==> config.mk <==
export PLATFORM = sky130hd
export DESIGN_NAME = pwr_mode_seq
export DESIGN_NICKNAME = d
export VERILOG_FILES = /design/src/rtl/pms_pkg.sv /design/src/rtl/pms_wait_ctr.sv /design/src/rtl/pms_req_hold.sv /design/src/rtl/pms_gate_dec.sv /design/src/rtl/pms_seq_fsm.sv /design/src/rtl/pwr_mode_seq.sv
export SDC_FILE = /design/constraint.sdc
export NUM_CORES = 1
export LEC_CHECK = 0
export ABC_AREA = 1
export CAP_MARGIN = 20
export CORE_MARGIN = 3
export CORE_UTILIZATION = 45
export CTS_BUF_LIST = sky130_fd_sc_hd__clkbuf_4 sky130_fd_sc_hd__clkbuf_8
export CTS_CLUSTER_SIZE = 8
export DETAILED_ROUTE_END_ITERATION = 6
export GPL_ROUTABILITY_DRIVEN = 1
export PLACE_DENSITY = 0.73
export SYNTH_ARGS = -nofsm -noshare
export SYNTH_HDL_FRONTEND = slang
export SYNTH_SLANG_ARGS = --single-unit
==> constraint.sdc <==
create_clock -name clk -period 1.4 [get_ports clk]
set_input_delay 0.42 -clock clk [delete_from_list [all_inputs] [get_ports clk]]
set_output_delay 0.42 -clock clk [all_outputs]
set_load 0.01 [all_outputs]
==> src/rtl/pms_pkg.sv <==
`timescale 1ns/1ps
// Shared types for the power-state sequencer: mode codes, sequencer states
// and the bundle of gating outputs. Assumes a 2-bit mode code on the port.
package pms_pkg;

    typedef enum logic [1:0] {
        MODE_RUN  = 2'b00,
        MODE_DOZE = 2'b01,
        MODE_DEEP = 2'b10,
        MODE_RSV  = 2'b11
    } mode_e;

    typedef enum logic [3:0] {
        ST_RUN,
        ST_DOZE,
        ST_DEEP,
        EN_GATE,
        EN_PERI,
        EN_CGEN,
        EN_SWOFF,
        XB_BIAS,
        XB_SWON,
        XB_RETRY,
        XB_CGEN,
        XB_PERI,
        XB_TREE
    } state_e;

    typedef struct packed {
        logic tree;
        logic gen;
        logic peri;
        logic sw_n;
        logic sw_p_n;
        logic bias;
        logic ready;
    } gate_t;

    // True when no sequence is in progress.
    function automatic logic is_settled(state_e s);
        return (s == ST_RUN) || (s == ST_DOZE) || (s == ST_DEEP);
    endfunction

endpackage

==> src/rtl/pms_wait_ctr.sv <==
`timescale 1ns/1ps
// Down-counter used for both the feedback timeout and the generator lock
// wait. Load has priority over decrement; the count stops at zero.
// Assumes the owner loads it on the edge that enters a waiting state.
module pms_wait_ctr #(
    parameter int W = 8
) (
    input  logic         clk,
    input  logic         rst_n,
    input  logic         load,
    input  logic [W-1:0] load_val,
    input  logic         dec,
    output logic         zero
);
    logic [W-1:0] cnt;

    // Count register: load, decrement, or hold.
    always_ff @(posedge clk) begin
        if (!rst_n) begin
            cnt <= '0;
        end else if (load) begin
            cnt <= load_val;
        end else if (dec && (cnt != '0)) begin
            cnt <= cnt - 1'b1;
        end
    end

    // Expiry flag.
    always_comb zero = (cnt == '0);

endmodule

==> src/rtl/pms_req_hold.sv <==
`timescale 1ns/1ps
// One-entry holder for mode requests. A request seen during a sequence is
// kept (latest wins) and offered once the sequencer settles; in a settled
// state the holder empties every cycle. Reserved codes are never captured.
module pms_req_hold (
    input  logic       clk,
    input  logic       rst_n,
    input  logic       settled,
    input  logic       req_valid,
    input  logic [1:0] req_mode,
    output logic       eff_vld,
    output logic [1:0] eff_mode
);
    import pms_pkg::*;

    logic       new_ok;
    logic       pend_vld;
    logic [1:0] pend_mode;

    // Qualify the incoming request.
    always_comb new_ok = req_valid && (req_mode != MODE_RSV);

    // Holder register: capture during sequences, drain when settled.
    always_ff @(posedge clk) begin
        if (!rst_n) begin
            pend_vld  <= 1'b0;
            pend_mode <= MODE_RUN;
        end else if (!settled && new_ok) begin
            pend_vld  <= 1'b1;
            pend_mode <= req_mode;
        end else if (settled) begin
            pend_vld  <= 1'b0;
        end
    end

    // Request offered to the sequencer: a fresh one beats a held one.
    always_comb begin
        eff_vld  = settled && (new_ok || pend_vld);
        eff_mode = new_ok ? req_mode : pend_mode;
    end

endmodule

==> src/rtl/pms_gate_dec.sv <==
`timescale 1ns/1ps
// Decodes the sequencer state into the gating outputs. Every output is a
// pure function of state, so each step's effect shows on the edge that
// enters it. Assumes the state encoding of pms_pkg.
module pms_gate_dec (
    input  pms_pkg::state_e st,
    output pms_pkg::gate_t  g
);
    import pms_pkg::*;

    // State-to-output table, one row per step.
    always_comb begin
        g = '{tree: 1'b0, gen: 1'b0, peri: 1'b0, sw_n: 1'b0,
              sw_p_n: 1'b1, bias: 1'b0, ready: 1'b0};
        unique case (st)
            ST_RUN:   g = '{1'b1, 1'b1, 1'b1, 1'b1, 1'b0, 1'b0, 1'b1};
            ST_DOZE:  g = '{1'b0, 1'b1, 1'b1, 1'b1, 1'b0, 1'b0, 1'b1};
            ST_DEEP:  g = '{1'b0, 1'b0, 1'b0, 1'b0, 1'b1, 1'b1, 1'b1};
            EN_GATE:  g = '{1'b0, 1'b1, 1'b1, 1'b1, 1'b0, 1'b0, 1'b0};
            EN_PERI:  g = '{1'b0, 1'b1, 1'b0, 1'b1, 1'b0, 1'b0, 1'b0};
            EN_CGEN:  g = '{1'b0, 1'b0, 1'b0, 1'b1, 1'b0, 1'b0, 1'b0};
            EN_SWOFF: g = '{1'b0, 1'b0, 1'b0, 1'b0, 1'b1, 1'b0, 1'b0};
            XB_BIAS:  g = '{1'b0, 1'b0, 1'b0, 1'b0, 1'b1, 1'b0, 1'b0};
            XB_SWON:  g = '{1'b0, 1'b0, 1'b0, 1'b1, 1'b0, 1'b0, 1'b0};
            XB_RETRY: g = '{1'b0, 1'b0, 1'b0, 1'b0, 1'b1, 1'b0, 1'b0};
            XB_CGEN:  g = '{1'b0, 1'b1, 1'b0, 1'b1, 1'b0, 1'b0, 1'b0};
            XB_PERI:  g = '{1'b0, 1'b1, 1'b1, 1'b1, 1'b0, 1'b0, 1'b0};
            XB_TREE:  g = '{1'b1, 1'b1, 1'b1, 1'b1, 1'b0, 1'b0, 1'b0};
            default:  ;
        endcase
    end

endmodule

==> src/rtl/pms_seq_fsm.sv <==
`timescale 1ns/1ps
// Sequencer state machine: settled-state decisions, the standby entry and
// exit steps, the feedback timeout with a single retry, and the fault flag.
// Assumes sw_fb is already synchronous to clk.
module pms_seq_fsm #(
    parameter int TO_W     = 8,
    parameter int LOCK_CYC = 4
) (
    input  logic             clk,
    input  logic             rst_n,
    input  logic             eff_vld,
    input  logic [1:0]       eff_mode,
    input  logic             wake,
    input  logic             sw_fb,
    input  logic [TO_W-1:0]  fb_limit,
    input  logic             cnt_zero,
    output pms_pkg::state_e  st,
    output logic             cnt_load,
    output logic [TO_W-1:0]  cnt_val,
    output logic             cnt_dec,
    output logic             fault
);
    import pms_pkg::*;

    localparam logic [TO_W-1:0] LOCK_V = TO_W'(LOCK_CYC);

    state_e nxt;
    logic   retried;
    logic   go_run;
    logic   go_deep;
    logic   go_doze;
    logic   fb_expire;

    // Decode the offered request.
    always_comb begin
        go_run  = eff_vld && (eff_mode == MODE_RUN);
        go_doze = eff_vld && (eff_mode == MODE_DOZE);
        go_deep = eff_vld && (eff_mode == MODE_DEEP);
    end

    // Feedback window closed without confirmation.
    always_comb fb_expire = (st == XB_SWON) && !sw_fb && cnt_zero;

    // Next state and counter control.
    always_comb begin
        nxt      = st;
        cnt_load = 1'b0;
        cnt_val  = fb_limit;
        cnt_dec  = 1'b0;
        unique case (st)
            ST_RUN: begin
                if (go_doze)      nxt = ST_DOZE;
                else if (go_deep) nxt = EN_GATE;
            end
            ST_DOZE: begin
                if (go_deep)              nxt = EN_GATE;
                else if (go_run || wake)  nxt = ST_RUN;
            end
            ST_DEEP: begin
                if (go_run || wake) nxt = XB_BIAS;
            end
            EN_GATE:  nxt = EN_PERI;
            EN_PERI:  nxt = EN_CGEN;
            EN_CGEN:  nxt = EN_SWOFF;
            EN_SWOFF: nxt = ST_DEEP;
            XB_BIAS: begin
                nxt      = XB_SWON;
                cnt_load = 1'b1;
            end
            XB_SWON: begin
                if (sw_fb) begin
                    nxt      = XB_CGEN;
                    cnt_load = 1'b1;
                    cnt_val  = LOCK_V;
                end else if (cnt_zero) begin
                    nxt = retried ? EN_SWOFF : XB_RETRY;
                end else begin
                    cnt_dec = 1'b1;
                end
            end
            XB_RETRY: begin
                nxt      = XB_SWON;
                cnt_load = 1'b1;
            end
            XB_CGEN: begin
                if (cnt_zero) nxt = XB_PERI;
                else          cnt_dec = 1'b1;
            end
            XB_PERI:  nxt = XB_TREE;
            XB_TREE:  nxt = ST_RUN;
            default:  nxt = ST_RUN;
        endcase
    end

    // State register.
    always_ff @(posedge clk) begin
        if (!rst_n) st <= ST_RUN;
        else        st <= nxt;
    end

    // Retry marker: one retry per exit attempt.
    always_ff @(posedge clk) begin
        if (!rst_n)                retried <= 1'b0;
        else if (st == XB_BIAS)    retried <= 1'b0;
        else if (st == XB_RETRY)   retried <= 1'b1;
    end

    // Fault flag: set on any expiry, cleared when a new exit begins.
    always_ff @(posedge clk) begin
        if (!rst_n)                                 fault <= 1'b0;
        else if ((st == ST_DEEP) && (nxt == XB_BIAS)) fault <= 1'b0;
        else if (fb_expire)                         fault <= 1'b1;
    end

endmodule

==> src/rtl/pwr_mode_seq.sv <==
`timescale 1ns/1ps
// Top of the power-state sequencer. Ties the request holder, the state
// machine, the shared wait counter and the output decoder together.
// Assumes all inputs are synchronous to clk.
module pwr_mode_seq #(
    parameter int TO_W     = 8,
    parameter int LOCK_CYC = 4
) (
    input  logic            clk,
    input  logic            rst_n,
    input  logic            req_valid,
    input  logic [1:0]      req_mode,
    input  logic            wake,
    input  logic            sw_fb,
    input  logic [TO_W-1:0] fb_limit,
    output logic            clk_tree_en,
    output logic            clk_gen_en,
    output logic            periph_en,
    output logic            sw_on,
    output logic            sw_on_n,
    output logic            bias_gen_en,
    output logic            ready,
    output logic            fault
);
    import pms_pkg::*;

    state_e          st;
    gate_t           g;
    logic            settled;
    logic            eff_vld;
    logic [1:0]      eff_mode;
    logic            cnt_load;
    logic [TO_W-1:0] cnt_val;
    logic            cnt_dec;
    logic            cnt_zero;

    // Settled-state flag for the holder.
    always_comb settled = is_settled(st);

    pms_req_hold u_hold (
        .clk      (clk),
        .rst_n    (rst_n),
        .settled  (settled),
        .req_valid(req_valid),
        .req_mode (req_mode),
        .eff_vld  (eff_vld),
        .eff_mode (eff_mode)
    );

    pms_seq_fsm #(.TO_W(TO_W), .LOCK_CYC(LOCK_CYC)) u_fsm (
        .clk      (clk),
        .rst_n    (rst_n),
        .eff_vld  (eff_vld),
        .eff_mode (eff_mode),
        .wake     (wake),
        .sw_fb    (sw_fb),
        .fb_limit (fb_limit),
        .cnt_zero (cnt_zero),
        .st       (st),
        .cnt_load (cnt_load),
        .cnt_val  (cnt_val),
        .cnt_dec  (cnt_dec),
        .fault    (fault)
    );

    pms_wait_ctr #(.W(TO_W)) u_ctr (
        .clk     (clk),
        .rst_n   (rst_n),
        .load    (cnt_load),
        .load_val(cnt_val),
        .dec     (cnt_dec),
        .zero    (cnt_zero)
    );

    pms_gate_dec u_dec (
        .st(st),
        .g (g)
    );

    // Drive the ports from the decoded bundle.
    always_comb begin
        clk_tree_en = g.tree;
        clk_gen_en  = g.gen;
        periph_en   = g.peri;
        sw_on       = g.sw_n;
        sw_on_n     = g.sw_p_n;
        bias_gen_en = g.bias;
        ready       = g.ready;
    end

endmodule

# Word-level counts from Yosys, hierarchy flattened
# Index checks and enable logic that the tools add are counted.
[totals]
reg_bits = 17
inputBits = 15
output_inout_bits = 8
word_cells = 75
[classes]
n_addsub = 1
eq_ne = 16
mux = 23
n_bitwise = 1
reduce_logical = 28
[ops]
columns = ["operator", "count"]
rows = [
  ["case mux 7 bit (7 select lines)", 1],
  ["case mux 4 bit (11 select lines)", 1],
  ["two-way mux 4 bit", 9],
  ["two-way mux 8 bit", 4],
  ["== test 4 x 3 -> 1 bit, second input constant", 5],
  ["== test 4 bit, second input constant", 5],
  ["OR reduction 2 bit", 6],
  ["logical AND 1 bit", 10],
  ["== test 4 x 2 -> 1 bit, second input constant", 2],
  ["zero test 8 bit", 1],
  ["nonzero test 8 bit", 1],
  ["subtractor 8 x 1 -> 8 bit, second input constant", 1],
  ["two-way mux 1 bit", 5],
  ["== test 4 x 1 -> 1 bit, second input constant", 1],
  ["zero test 4 bit", 1],
  ["logical OR 1 bit", 4],
  ["case mux 1 bit (2 select lines)", 2],
  ["nonzero test 2 bit", 2],
  ["== test 2 x 1 -> 1 bit, second input constant", 1],
  ["== test 2 bit, second input constant", 1],
  ["zero test 1 bit", 2],
  ["zero test 2 bit", 1],
  ["two-way mux 2 bit", 1],
  ["inequality test 2 bit, second input constant", 1],
  ["NOT 1 bit", 1],
]

# Longest topological paths before layout
# Gate-level depths: netlist of the first run.
[depth]
word_depth = 12
mapped_depth = 11
depth_no_buf = 11

# Hierarchy
# From an unflattened synthesis of the first run, not the netlist that was laid out.
[hier_totals]
cells_unflattened = 260
area_unflattened_um2 = 1442.6
[by_module_without_submodules]
columns = ["mod", "n_inst", "cells_each", "area_per_inst_um2", "seq_area_each_um2"]
rows = [
  ["pms_wait_ctr", 1, 101, 591.8, 160.2],
  ["pms_seq_fsm", 1, 96, 510.5, 120.1],
  ["pms_req_hold", 1, 29, 178.9, 60.1],
  ["pms_gate_dec", 1, 30, 146.4, 0.0],
  ["pwr_mode_seq", 1, 4, 15.0, 0.0],
]

# Least setup slack after synthesis of the first run
# OpenSTA, ideal clock, no wires.
[synth_timing]
kind = "flip-flop to output port"
start = "reg u_fsm.st[2]"
end = "out sw_on"
t_arrival_ns = 1.344
required_ns = 0.980
slack_ns = -0.364
stages_incl_launch_ff = 6
n_path_buf = 0
path_cell_list = "dfxtp_1 -> nor2_1 -> inv_1 -> nor3_1 -> or2_2 -> inv_1"
[synth_between]
elab_chain_cells = 3
word_cells_on_any_way = 14
classes_between = "eq/ne (9); mux (1); reduce/logical (4)"
[synth_lines]
columns = ["item", "line_no", "rtl"]
rows = [
  ["start: declaration", "pms_seq_fsm.sv:17", "output pms_pkg::state_e st,"],
  ["start signal: assignment", "pms_seq_fsm.sv:98", "else st <= nxt;"],
  ["== test 4 x 2 -> 1 bit, or another cell as far along", "pms_gate_dec.sv:15", "unique case (st)"],
  ["OR reduction 2 bit (no line)", "-", ""],
  ["case mux 7 bit (7 select lines) *", "pms_gate_dec.sv:15", ""],
  ["end: declaration", "pwr_mode_seq.sv:19", "output logic sw_on,"],
]
# Every way passes the cells marked *; elsewhere a longest branch is shown, timed or not.

# Worst setup path in the final report of the first run
[layout_timing]
start = "reg u_fsm.st[1]"
end = "out clk_gen_en"
[layout_between]
elab_chain_cells = 3
word_cells_on_any_way = 14
classes_between = "eq/ne (9); mux (1); reduce/logical (4)"
[layout_lines]
columns = ["item", "line_no", "rtl"]
rows = [
  ["== test 4 x 2 -> 1 bit, or another cell as far along", "pms_gate_dec.sv:15", ""],
  ["OR reduction 2 bit (no line)", "-", ""],
  ["case mux 7 bit (7 select lines) *", "pms_gate_dec.sv:15", ""],
  ["end: declaration", "pwr_mode_seq.sv:17", "output logic clk_gen_en,"],
]
# Marks and branches as above.

==> results of run 1 <==
-- flip-flops by register name (all words and copies together), names as in the netlist --
signal,count
u_fsm.fault,1
u_fsm.retried,1
u_hold.pend_mode,2
u_hold.pend_vld,1
u_fsm.st,4
u_ctr.cnt,8
-- cells in the final DEF, fill, tap and decap left out, types with 2 or more instances in the layout --
| cell | n |
|---|---|
| a31oi_1 | 2 |
| clkbuf_4 | 4 |
| buf_2 | 4 |
| xnor2_1 | 2 |
| clkdlybuf4s50_1 | 11 |
| o21ai_0 | 6 |
| o21ai_4 | 2 |
| dfxtp_1 | 12 |
| ha_1 | 2 |
| nor2_2 | 2 |
| inv_4 | 5 |
| buf_4 | 46 |
| nand3_1 | 13 |
| inv_1 | 15 |
| dfxtp_4 | 4 |
| nor2_1 | 14 |
| nor3_4 | 2 |
| nor2_4 | 11 |
| a21oi_1 | 7 |
| o21ai_2 | 7 |
| nand2_4 | 10 |
| o211ai_1 | 3 |
| nand3_2 | 2 |
| inv_2 | 5 |
| dlygate4sd2_1 | 4 |
| o21ai_1 | 3 |
| nand2_2 | 7 |
| a21oi_2 | 7 |
| buf_6 | 17 |
| nand2_1 | 29 |
-- layout make-up --
type	instances	area (um2)	area share, %
Timing Repair Buffer	82	702	30.7
Sequential cell	17	357	15.6
Tap cell	30	37.5	1.64
Clock buffer	4	30.0	1.31
Inverter	27	131	5.74
Multi-Input combinational cell	145	1030	45.1
-- what timing repair did --
action                                  4_1_cts  5_1_grt
pin swaps                                    22       29
gates resized for setup                      98       35
cloned                                        1        0
endpoints found under the setup margin       20       20
buffers inserted                             12        5
-- path summary, 6_finish.rpt --
| path | from | to | slack (ps) | depth (start not counted) |
|---|---|---|---|---|
| worst max register to register | u_fsm.st[3]$_SDFF_PN0_ | u_fsm.st[2]$_SDFF_PN0_ | -300 | 9 |
| worst min register to register | u_hold.pend_mode[0]$_SDFFE_PN0P_ | u_hold.pend_mode[0]$_SDFFE_PN0P_ | 500 | 2 |
| worst min-delay path | u_hold.pend_mode[0]$_SDFFE_PN0P_ | u_hold.pend_mode[0]$_SDFFE_PN0P_ | 500 | 2 |
| worst max-delay path | u_fsm.st[1]$_SDFF_PN0_ | clk_gen_en | -410 | 6 |
-- per-stage QoR --
| step | TNS (ps) | cells | utilization [%] | setup slack [ps] | power (mW) |
|---|---|---|---|---|---|
| CTS | -2820 | 301 | 84.8 | -274 | 1.04 |
| detailed placement | -7850 | 285 | 73.0 | -545 | 0.719 |
| global placement | -6890 | 285 | 73.0 | -444 | 0.712 |
| global route | -5680 | 305 | 90.7 | -432 | 1.13 |
| floorplan | -28.0 | 189 | - | -19.2 | 0.585 |
| finish | -4650 | 305 | 90.7 | -411 | 1.11 |
-- logic make-up after synthesis --
logic type | after synthesis
adders and majority gates | 2
and+or+nand+nor | 93
buffers and inverters | 28
AOI/OAI and AO/OA | 46
DFF | 17
xor gates and xnor gates | 3
-- cells in the mapped netlist, drive strengths merged, types with 2 or more instances --
cell,number,area share [%]
ha,2,2.1
o21ai,18,7.7
nor3,3,1.2
inv,26,8.2
a21oi,15,6.5
dfxtp,17,28
o211ai,3,1.8
nand3,15,6.2
xnor2,2,1.4
nor2,27,11
a31oi,3,1.5
nand2,46,17
a211oi,2,1.6
-- tightest hold or removal path, stage by stage (launching register included) --
cell and delay (ps):
dfxtp_1 330, inv_1 70, a21oi_1 60
-- per-layer routing --
metal / part of all wire, % / vias to the layer above
li1: - / 804
met1: 36 / 869
met2: 50 / 137
met3: 8.0 / 52
met4: 6.3 / 0
met5: 0 / -
-- power groups by stage --
stage / combinational [mW] / clock (mW) / sequential (mW)
2_1_floorplan: 0.0820 / 0 / 0.503
3_3_place_gp: 0.209 / 0 / 0.503
3_5_place_dp: 0.216 / 0 / 0.503
4_1_cts: 0.251 / 0.299 / 0.493
5_1_grt: 0.316 / 0.313 / 0.497
6_report: 0.301 / 0.308 / 0.497
==> out/results.ini, run 1 <==
[job]
drv_cap = 0

[floorplan]
die_w_um = 58.0
die_h_um = 58.0
ioPinCount = 23
initial_utilization_pct = 48.3
rows = 18
core-area_um2 = 2520
die_area_um2 = 3370

[global_route]
gr-max-usage-layer = met2
grt_pass1_wl_mm = 7.87
use_met1_pct = 32.3
grt_max_degree = 10
antenna_found_initial = 0
grt_use_total_pct = 30.3
grt_util_met2_pct = 57.9
first_global_vias = 1779
grt_overflow = 0
grt_use_met3_pct = 5.12

[detailed_routing]
firstDrtPassIters = 5
ant_nets = 0
drt_iter0_drc = 194
via_per_inst = 6.10
vias = 1862
wl_mm = 6.13
drc = 0
avgRoutedWirePerCell_um = 20.1

[placed_design]
portBuffers = 22
gp_congestion = 0.897
hpwlAfterDp_mm = 2.91
placed_cell_area_um2 = 1840

[logic_synthesis]
syn-mean-instance-area_um2 = 6.44
synth_edf_count = 0
synth-compound-area-share_pct = 22.3
synthCells = 189
ys_warn_count = 0
syn_nets = 206
synthSimpleGateAreaFrac_pct = 36.3
synth_ff_type = dfxtp_1
yosysUniqueCellTypes = 32
async_flop_share_pct = 0
seq_area_frac_synth_pct = 28.0
synth-xor-area-share_pct = 2.16
synth_top_family_by_area = simple AND/OR/NAND/NOR gates
synth_fa_ha_area_share_pct = 2.06
synthMuxAreaShare_pct = 0
syn-cell-area_um2 = 1220
ys_ff_latch = 17

[cts]
cts_root_buf = clkbuf_4
cts_tree = done
clock-sinks = 17
htree_levels = 1
clockBufferDepth = 2
cts_buffers = 3
clock_latency_ps = 310
cts.clk_slew.worst_paths_ps = 100
cts_hold_buffers = 0

[power]
intPower_mw = 0.763
leakage_nw = 1.08
p_clk_share_pct = 27.9
share_comb_of_total_power_pct = 27.2
power.density_nw_per_um2 = 484
swShare_pct = 31.1
switching_power_mw = 0.344
pwr-share-seq_pct = 44.9
peakVddDrop_mv = 0.596

[timing]
clock_skew_ps = 13.5
worst_pin_slew_ps = 404
rsz0062_at_grt = yes
setup_viol = 20
max_freq_mhz = 552
slew_viol_final = 0
whs_ps = 499
period_minus_slack_ps = 1810
setup_slack_ps = -411
finalCritPeriodShare_pct = 129
hold_viol = 0
max_slew_margin_pct = 73.0

[layout]
diodes = 0
area_growth_pct = 88.0
fin_nets = 293
drive_gt1_share_pct = 52.7
fillers = 106
finalInstanceArea_um2 = 2290

[run_status]
violations = negative setup slack
status = finished with violations

[worst_setup_path]
crit_chain = nor2_4 > inv_4 > nor2_1 > inv_1 > nand4_1 > buf_2
crit_type = register to output port
start_kind = register
worstPathRequired_ps = 980
critPathSlowestCell = dfxtp_4
critPathTopFamily = flip-flops
crit_path_max_incr_delay_ps = 400
end_kind = output port
cp_max_fo = 5
critical_path_buf_inv_count = 3
cp.arrival_ps = 1390

[min_path]
hp-class = register to register

Power figures use the tool's default switching activity.
==> run 2, diff against run 1 <==
--- a/config.mk
+++ b/config.mk
@@ -14,6 +14,7 @@
 export DETAILED_ROUTE_END_ITERATION = 6
 export GPL_ROUTABILITY_DRIVEN = 1
 export PLACE_DENSITY = 0.73
+export SLEW_MARGIN = 20
 export SYNTH_ARGS = -nofsm -noshare
 export SYNTH_HDL_FRONTEND = slang
 export SYNTH_SLANG_ARGS = --single-unit
==> results of run 2 <==
Same layout as run 1: the final DEF is identical, and so are final timing and power.
==> run 3, diff against run 2 <==
--- a/config.mk
+++ b/config.mk
@@ -18,3 +18,4 @@
 export SYNTH_ARGS = -nofsm -noshare
 export SYNTH_HDL_FRONTEND = slang
 export SYNTH_SLANG_ARGS = --single-unit
+export TNS_END_PERCENT = 30
==> out/results.ini, run 3 (synthesis results as in run 1) <==
[run_status]
status = finished with violations
violations = negative setup slack

[worst_setup_path]
cp.arrival_ps = 1300  ; -90 ps
end_kind = output port
crit_type = register to output port
worstPathRequired_ps = 980  ; about the same
rr_endpoint = u_ctr.cnt[1]$_SDFFE_PN0P_
reg2reg_from = u_fsm.st[2]$_SDFF_PN0_
r2r_slack_ps = -240  ; +60 ps
crit_path_max_incr_delay_ps = 400  ; about the same
critical_path_buf_inv_count = 3  ; unchanged
crit_chain = inv_4 > nand2_2 > o22ai_1 > or2_4 > inv_2 > buf_6
reg2reg_depth = 11  ; +2
start_kind = register
critPathTopFamily = flip-flops
critPathSlowestCell = dfxtp_4
cp_max_fo = 6  ; +1

[global_route]
grt_max_degree = 11  ; +1
grt_pass1_wl_mm = 6.81  ; -13%
grt_use_total_pct = 26.2  ; -4.2 points
grt_overflow = 0  ; unchanged
antenna_found_initial = 0  ; unchanged
first_global_vias = 1575  ; -11%

[placed_design]
portBuffers = 22  ; unchanged
hpwlAfterDp_mm = 2.91  ; unchanged
dp_cells = 285  ; unchanged
gp_congestion = 0.897  ; unchanged

[layout]
area_growth_pct = 76.7
fin_nets = 286  ; -2.4%
final_common_cell = buf_4
top_register = u_ctr.cnt
largest_reg_flops = 8  ; unchanged
layout_common_cells = 45 x buf_4, 32 x nand2_1, 17 x inv_1
largestRegisters = u_ctr.cnt: 8 flops, u_fsm.st: 4 flops, u_hold.pend_mode: 2 flops
fillers = 148  ; +40%
diodes = 0  ; unchanged
final_cell_count_no_fill = 298  ; -2.3%
drive_gt1_share_pct = 46.6  ; -6.1 points
utilization_pct = 85.3  ; -5.5 points

[detailed_routing]
vias = 1638  ; -12%
wl_mm = 4.63  ; -24%
drc = 0  ; unchanged
ant_nets = 0  ; unchanged
firstDrtPassIters = 4  ; -1
via_per_inst = 5.50  ; -10%
drt_iter0_drc = 79  ; -59%
avgRoutedWirePerCell_um = 15.5  ; -23%

[job]
drv_cap = 0  ; unchanged

[timing]
clock_skew_ps = 12.3  ; -1.21 ps
hold_viol = 0  ; unchanged
setup_viol = 21  ; +5.0%
max_freq_mhz = 581  ; +5.3%
max_slew_margin_pct = 79.1  ; +6.1 points
worst_pin_slew_ps = 312  ; -91.2 ps
tns_ps = -3680  ; +969 ps
slew_viol_final = 0  ; unchanged
finalCritPeriodShare_pct = 123  ; -6.5 points
setup_slack_ps = -320  ; +91.4 ps
rsz0062_at_grt = yes
period_minus_slack_ps = 1720  ; -91.4 ps

[min_path]
hp-class = register to register
worstHoldEndpoint = u_hold.pend_mode[1]$_SDFFE_PN0P_
min-delay-start = u_hold.pend_mode[1]$_SDFFE_PN0P_
hold_depth = 2  ; unchanged

[cts]
cts.clk_slew.worst_paths_ps = 90  ; about the same
clockBufferDepth = 2  ; unchanged
cts_buffers = 3  ; unchanged
htree_levels = 1  ; unchanged
clock_latency_ps = 300  ; about the same
cts_hold_buffers = 0  ; unchanged
cts_tree = done
clock-sinks = 17  ; unchanged
cts_root_buf = clkbuf_4

[floorplan]
die_w_um = 58.0  ; unchanged
die_area_um2 = 3370  ; unchanged
die_h_um = 58.0  ; unchanged
ioPinCount = 23  ; unchanged
initial_utilization_pct = 48.3  ; unchanged
rows = 18  ; unchanged
core-area_um2 = 2520  ; unchanged

[power]
leakage_nw = 1.01  ; -5.9%
power.density_nw_per_um2 = 488  ; +0.86%
peakVddDrop_mv = 0.538  ; -9.7%

## run 3: cell count changes in the layout (fill, tap and decap cells not counted), sizes merged
cell	change
inv	+1
buf	-7
clkdlybuf4s50	+3
clkinv	-1
dlygate4sd2	-3
## run 3: timing repair
item | in CTS | in global routing
gates resized for setup | 61 | 39
setup buffers | 5 | 4
cloned | 0 | 1
pin swaps | 7 | 15
endpoints found under the setup margin | 20 | 20
## run 3: per-stage QoR
step | setup WS [ps] | hold WS (ps) | total power, mW | area [um2]
5_1_grt | -389 | 498 | 1.09 | 2150
4_1_cts | -274 | 480 | 1.03 | 1970
3_5_place_dp | -545 | 466 | 0.719 | 1840
2_1_floorplan | -19.2 | 444 | 0.585 | 1250
3_3_place_gp | -444 | 464 | 0.712 | 1840
6_report | -320 | 479 | 1.05 | 2150
## run 3: power breakdown
group	switching, mW	internal, mW	leakage, nW
combinational	0.127	0.134	0.854
clock	0.163	0.130	0.0184
sequential	0.0108	0.484	0.141
total	0.301	0.748	1.01
## run 3: cell type report
class | instances | area, um2 | share of cell area [%]
well taps | 30 | 37.5 | 1.75
repair buffers | 75 | 633 | 29.4
multi-input cells | 145 | 972 | 45.2
clock buffers | 4 | 30.0 | 1.40
flip-flops and latches | 17 | 357 | 16.6
inverters | 27 | 121 | 5.64
## run 3: routing by layer
| layer | share of wire, % | track usage, % | vias up |
|---|---|---|---|
| li1 | - | - | 790 |
| met1 | 41 | 30.4 | 747 |
| met2 | 50 | 46.5 | 80 |
| met3 | 5.3 | 3.79 | 21 |
| met4 | 3.7 | 12.9 | 0 |
| met5 | 0 | 0 | - |
## run 3: worst max path at each step
stage,from,endpoint,slack [ps],depth (start not counted)
floorplan,u_fsm.st[3]$_SDFF_PN0_,sw_on,-20,5
global placement,u_fsm.st[0]$_SDFF_PN0_,clk_gen_en,-440,6
detailed placement,req_mode[0],u_fsm.st[0]$_SDFF_PN0_,-550,10
CTS,u_fsm.st[2]$_SDFF_PN0_,sw_on,-270,6
global route,u_fsm.st[1]$_SDFF_PN0_,sw_on,-390,6
finish,u_fsm.st[1]$_SDFF_PN0_,sw_on,-320,6
## run 3: worst reg2reg max path: cells and delay by family, from the launching register on
kind | cells | cell delay (ps)
DFF | 1 | 400
buffers and inverters | 4 | 410
AOI/OAI and AO/OA | 2 | 310
and+or+nand+nor | 5 | 440
